<file path="src/rtl/port_bank_io.sv">
module port_bank_io #(
  parameter int AW = 4
) (
  input  logic          clk,
  input  logic          rst_n,
  input  logic          wr_en,
  input  logic [AW-1:0] addr,
  input  logic [7:0]    wdata,
  output logic [7:0]    rdata,
  input  logic [7:0]    p3_in,
  input  logic [7:0]    p5_in,
  input  logic [7:0]    p6_in,
  input  logic [7:0]    p7_in,
  input  logic [7:0]    p8_in,
  output logic [7:0]    p3_out,
  output logic [7:0]    p3_oe,
  output logic [3:0]    p4_out,
  output logic [3:0]    p4_oe,
  output logic [3:0]    p6_out,
  output logic [3:0]    p6_oe,
  output logic [3:0]    p7_out,
  output logic [3:0]    p7_oe,
  output logic          p8_out,
  output logic          p8_oe,
  output logic [3:0]    bank_x,
  output logic [3:0]    bank_y
);
  localparam logic [AW-1:0] A_P3   = AW'(0);
  localparam logic [AW-1:0] A_P4   = AW'(1);
  localparam logic [AW-1:0] A_P4D  = AW'(2);
  localparam logic [AW-1:0] A_P5   = AW'(3);
  localparam logic [AW-1:0] A_P6   = AW'(4);
  localparam logic [AW-1:0] A_P7   = AW'(5);
  localparam logic [AW-1:0] A_P67D = AW'(6);
  localparam logic [AW-1:0] A_P8   = AW'(7);
  localparam logic [AW-1:0] A_P8D  = AW'(8);
  localparam logic [AW-1:0] A_BX   = AW'(9);
  localparam logic [AW-1:0] A_BY   = AW'(10);

  localparam logic [7:0] P3_LAT = 8'h6C;
  localparam logic [7:0] P3_PIN = 8'h93;
  localparam logic [7:0] P5_PIN = 8'h3F;
  localparam logic [7:0] P8_LAT = 8'h08;
  localparam logic [7:0] P8_PIN = 8'h07;

  logic [7:0] lat3, lat6, lat7, dir4, dir67, dir8;
  logic [3:0] lat4, lat8, bx, by;

  always_ff @(posedge clk or negedge rst_n) begin
    if (!rst_n) begin
      lat3 <= '0; lat4 <= '0; lat6 <= '0; lat7 <= '0; lat8 <= '0;
      dir4 <= '0; dir67 <= '0; dir8 <= '0; bx <= '0; by <= '0;
    end else if (wr_en) begin
      case (addr)
        A_P3:    lat3  <= wdata & P3_LAT;
        A_P4:    lat4  <= wdata[3:0];
        A_P4D:   dir4  <= wdata;
        A_P6:    lat6  <= wdata;
        A_P7:    lat7  <= wdata;
        A_P67D:  dir67 <= wdata;
        A_P8:    lat8  <= wdata[3:0];
        A_P8D:   dir8  <= wdata;
        A_BX:    bx    <= wdata[3:0];
        A_BY:    by    <= wdata[3:0];
        default: ;
      endcase
    end
  end

  always_comb begin
    case (addr)
      A_P3:    rdata = (lat3 & P3_LAT) | (p3_in & P3_PIN);
      A_P4:    rdata = {4'h0, lat4};
      A_P4D:   rdata = dir4;
      A_P5:    rdata = p5_in & P5_PIN;
      A_P6:    rdata = {lat6[7:4], p6_in[3:0]};
      A_P7:    rdata = {lat7[7:4], p7_in[3:0]};
      A_P67D:  rdata = dir67;
      A_P8:    rdata = ({4'h0, lat8} & P8_LAT) | (p8_in & P8_PIN);
      A_P8D:   rdata = dir8;
      A_BX:    rdata = {4'hF, bx};
      A_BY:    rdata = {4'hF, by};
      default: rdata = 8'h00;
    endcase
  end

  assign p3_out = lat3;
  assign p3_oe  = P3_LAT;
  assign p4_out = lat4;
  assign p4_oe  = ~dir4[3:0];
  assign p6_out = lat6[3:0];
  assign p6_oe  = dir67[3:0];
  assign p7_out = lat7[3:0];
  assign p7_oe  = dir67[7:4];
  assign p8_out = lat8[3];
  assign p8_oe  = ~dir8[3];
  assign bank_x = bx;
  assign bank_y = by;

  a_r2_p3_write_mask: assert property (@(posedge clk) disable iff (!rst_n)
    (wr_en && addr == A_P3) |=> (p3_out == ($past(wdata) & 8'h6C)));

  a_r3_p4_out_next_edge: assert property (@(posedge clk) disable iff (!rst_n)
    (wr_en && addr == A_P4) |=> (p4_out == $past(wdata[3:0])));

  a_r4_p4_oe_holds: assert property (@(posedge clk) disable iff (!rst_n)
    !(wr_en && addr == A_P4D) |=> $stable(p4_oe));

  a_r5_p5_write_inert: assert property (@(posedge clk) disable iff (!rst_n)
    (wr_en && addr == A_P5) |=> ($stable(p3_out) && $stable(p4_out) && $stable(p6_out)
      && $stable(p7_out) && $stable(p8_out) && $stable(p4_oe) && $stable(p6_oe)
      && $stable(p7_oe) && $stable(p8_oe) && $stable(bank_x) && $stable(bank_y)));

  a_r8_bank_upper_ones: assert property (@(posedge clk) disable iff (!rst_n)
    (addr == A_BX || addr == A_BY) |-> (rdata[7:4] == 4'hF));

  a_r9_unused_write_inert: assert property (@(posedge clk) disable iff (!rst_n)
    (wr_en && addr > A_BY) |=> ($stable(p3_out) && $stable(p4_out) && $stable(p6_out)
      && $stable(p7_out) && $stable(p8_out) && $stable(p4_oe) && $stable(p6_oe)
      && $stable(p7_oe) && $stable(p8_oe) && $stable(bank_x) && $stable(bank_y)));
endmodule

</file>
<file path="config.mk">
export PLATFORM = sky130hd
export DESIGN_NAME = port_bank_io
export DESIGN_NICKNAME = d
export VERILOG_FILES = /design/src/rtl/port_bank_io.sv
export SDC_FILE = /design/constraint.sdc
export NUM_CORES = 1
export LEC_CHECK = 0
export BUFFER_PORTS_ARGS = -buffer_cell sky130_fd_sc_hd__buf_2
export CORE_ASPECT_RATIO = 0.9
export CORE_MARGIN = 4
export CORE_UTILIZATION = 50
export DETAILED_ROUTE_END_ITERATION = 10
export GPL_TIMING_DRIVEN = 0
export HOLD_SLACK_MARGIN = 0.1
export MAX_ROUTING_LAYER = met4
export PLACE_DENSITY = 0.83
export SLEW_MARGIN = 30
export SYNTH_ARGS = -nofsm -noshare
export SYNTH_HDL_FRONTEND = slang
export SYNTH_SLANG_ARGS = --single-unit
</file>
<file path="constraint.sdc">
create_clock -name clk -period 1.3 [get_ports clk]
set_input_delay 0.065 -clock clk [delete_from_list [all_inputs] [get_ports clk]]
set_output_delay 0.065 -clock clk [all_outputs]
set_load 0.01 [all_outputs]
</file>
==> summary.txt <==
status -> complete, but fails checks
violated checks -> negative setup slack
clock group share of total power -> 26.9%
clock tree from TritonCTS -> done
register area share after synthesis -> 45.1%
Internal -> 3.83 mW
mux contribution to synthesized area -> 24.9%
ranking of synthesized cells by area -> dfrtp_1, mux2_2, mux2_1, buf_4, mux2i_1
Setup crit end kind -> output pin
clock root cell -> clkbuf_8
Worst-Skew Late Latency -> 0.34 ns
Net Sw Frac -> 30.9%
P&R area growth vs syn -> 27.9%
largest net degree at the start of global routing -> 58
RePlAce Congestion -> 0.944
clock buffer depth -> 2
clock slew at reported path FFs -> 0.06 ns
Die H -> 83.4 um
Compound-Gate Fraction of Synth Area -> 10.8%
Net Switching -> 1.71 mW
worst ir drop on vdd -> 0.912 mV
Die Area -> 7660 um2
post-DP HPWL -> 6070 um
syn_area_per_cell -> 12.2 um2
Cell Pwr Density -> 1370 nW/um2
Synth Register Bits -> 57
Post-Synth Adder-Cell Area -> 0%
Yosys top cell area share -> 45.1%
Synth Cell Area -> 3160 um2
Worst Path Arrival -> 1.64 ns
Die Width -> 91.8 um
DR vias/cell -> 5.57
GRT overflow -> 0
Post-synth top cells -> dfrtp_1, mux2_2, mux2_1, buf_4, nand2_1
Gate Count Post-Synth -> 260
fmax -> 586 MHz
main flop type after synthesis -> dfrtp_1
row count -> 27
CP required -> 1.24 ns
Vias -> 2591
CP Class -> register to output pin
startpoint class of the critical path -> register
DRT Wirelength -> 8580 um
Final Cycle Share -> 131%
Final Max Tran Viols -> 0
Post-DRT Antenna Nets -> 0
Max Cap Violations -> 0
top-count cell post-synth -> dfrtp_1
Post-Synth Simple-Gate Area -> 10.3%
DRC -> 0
core area -> 6110 um2
crit-path max FO -> 2
Static Leak -> 1.97 nW
first-pass GRT wire length -> 13700 um
Total Routing Usage GR -> 23.9%
EDFF count, synth -> 0
min-delay worst type -> input port to register
number of global-route vias before repair -> 2647
share of cells above drive strength 1 -> 50.3%
actual slew at the worst max-slew pin -> 0.716 ns
Worst Clk Skew -> 0 ns
Num CTS Buffers -> 9
drt initial violations -> 274
largest area contributor in the netlist -> dfrtp_1
async set or reset register ratio after synthesis -> 100%
WL per Instance -> 18.4 um
Post-Synth XOR/XNOR Area -> 0%
slew margin rel. -> 52.2%
setup ws final -> -0.405 ns
RSZ-0062 raised after global routing -> true
n_diodes -> 0
Ports -> 113
Layout fillers -> 485
Final Hold Viols -> 0
Initial Util -> 51.7%
largest family of logic cells by synthesized area -> multiplexers
Synthesis Warnings -> 0
htree depth -> 3
number of port buffers -> 79
Total Power -> 5.54 mW
clock sink total -> 57
Fin Hold WS -> 0.210 ns
post-layout minimum cycle time -> 1.71 ns
sequential share of power -> 44.4%
fin nets -> 428
antenna violations before repair -> 0
drt first pass iters -> 5
Synth cell types -> 51
power share of the combinational group -> 28.7%
final setup fails -> 8
==> stage by stage <==
step | setup slack (ns) | TNS [ns] | instances | area, um2 | utilization, %
finish | -0.405 | -2.32 | 465 | 4040 | 66.1
global route | -0.454 | -2.83 | 465 | 4040 | 66.1
CTS | -0.416 | -2.54 | 464 | 4010 | 65.5
detailed placement | -0.177 | -4.52 | 436 | 3700 | 60.6
global placement | -0.139 | -3.40 | 436 | 3700 | 60.5
floorplan | 0.0373 | 0 | 270 | 3200 | -
==> power groups by stage <==
stage	sequential [mW]	clock (mW)	combinational (mW)
after floorplan	2.51	0	0.843
after global placement	2.47	0	1.44
after detailed placement	2.49	0	1.48
after CTS	2.45	1.50	1.57
after global routing	2.51	1.59	1.74
final	2.46	1.49	1.59
==> routing by layer <==
layer | vias to the layer above | share of wire, % | global-route usage (%)
met1 | 1264 | 44 | 31.4
met3 | 18 | 9.7 | 7.34
met2 | 148 | 45 | 35.5
met5 | - | 0 | -
li1 | 1161 | - | -
met4 | 0 | 1.6 | 7.96
==> state kept, by name, summed over array words and instances (netlist names) <==
signal and count:
dir8 8, p3_out 4, lat6 8, p4_out 4, bank_y 4, dir4 8
lat7 8, dir67 8, bank_x 4, lat8 1
==> worst paths after layout <==
| check | slack [ns] | to | cells past startpoint | start |
|---|---|---|---|---|
| worst max-delay path | -0.41 | rdata[1] | 3 | dir67[1]$_DFFE_PN0P_ |
| worst min-delay path | 0.21 | lat8[3]$_DFFE_PN0P_ | 3 | wr_en |
| worst max register to register | 0.33 | p4_out[0]$_DFFE_PN0P_ | 2 | p4_out[0]$_DFFE_PN0P_ |
| worst min register to register | 0.49 | dir4[6]$_DFFE_PN0P_ | 1 | dir4[6]$_DFFE_PN0P_ |
| max in group asynchronous | 0.51 | lat7[4]$_DFFE_PN0P_ | 2 | rst_n |
| min in group asynchronous | 0.32 | dir67[2]$_DFFE_PN0P_ | 2 | rst_n |
==> area by class of cell <==
cell class | count | area [um2] | share of cell area, %
Buffer | 34 | 246 | 6.10
Clock buffer | 13 | 159 | 3.93
Clock inverter | 3 | 15.0 | 0.371
Inverter | 7 | 26.3 | 0.650
Multi-Input combinational cell | 172 | 1550 | 38.2
Sequential cell | 57 | 1430 | 35.3
Tap cell | 87 | 109 | 2.69
Timing Repair Buffer | 92 | 515 | 12.7
==> logic make-up after synthesis <==
group                  count (synthesis)
other                                  2
multiplexers                          69
flip-flops                            57
buffers and inverters                 41
AND/OR/NAND/NOR                       49
AO/OA/AOI/OAI                         42
==> critical path, cell delays in order, from the launching register on <==
cell,delay (ns)
dfrtp_1,0.37
mux4_2,0.47
a221o_1,0.32
buf_2,0.14
==> cell usage in the layout (no fill, tap or decap), types with 2 or more instances in the layout <==
cell,instances
buf_2,82
dfrtp_1,57
mux2_2,32
buf_4,30
mux2_1,25
conb_1,12
clkbuf_8,11
nand2_1,10
dlygate4sd3_1,8
nand3_1,7
inv_1,7
nor2_1,6
mux2i_1,6
mux2_4,5
a32oi_1,4
a21o_1,4
a22oi_1,4
nor2_2,3
buf_6,3
nand3b_1,3
clkbuf_1,3
nor2_4,3
a32o_1,3
clkinv_2,3
nor3b_2,2
o21ai_0,2
o31ai_1,2
a222oi_1,2
nand2b_1,2
o221ai_1,2
a22oi_2,2
o21ai_1,2
and3_1,2
a221o_1,2
a221oi_2,2
o31ai_2,2
nand3_4,2
==> what timing repair did <==
| action | in CTS | in global routing |
|---|---|---|
| hold buffers | 8 | 0 |
| setup endpoints to repair | 8 | 8 |
| hold endpoints to repair | 104 | 0 |
| pin swaps | 10 | 5 |
| buffers inserted | 4 | 1 |
| resized for setup | 4 | 9 |
(Power assumes the default switching activity.)
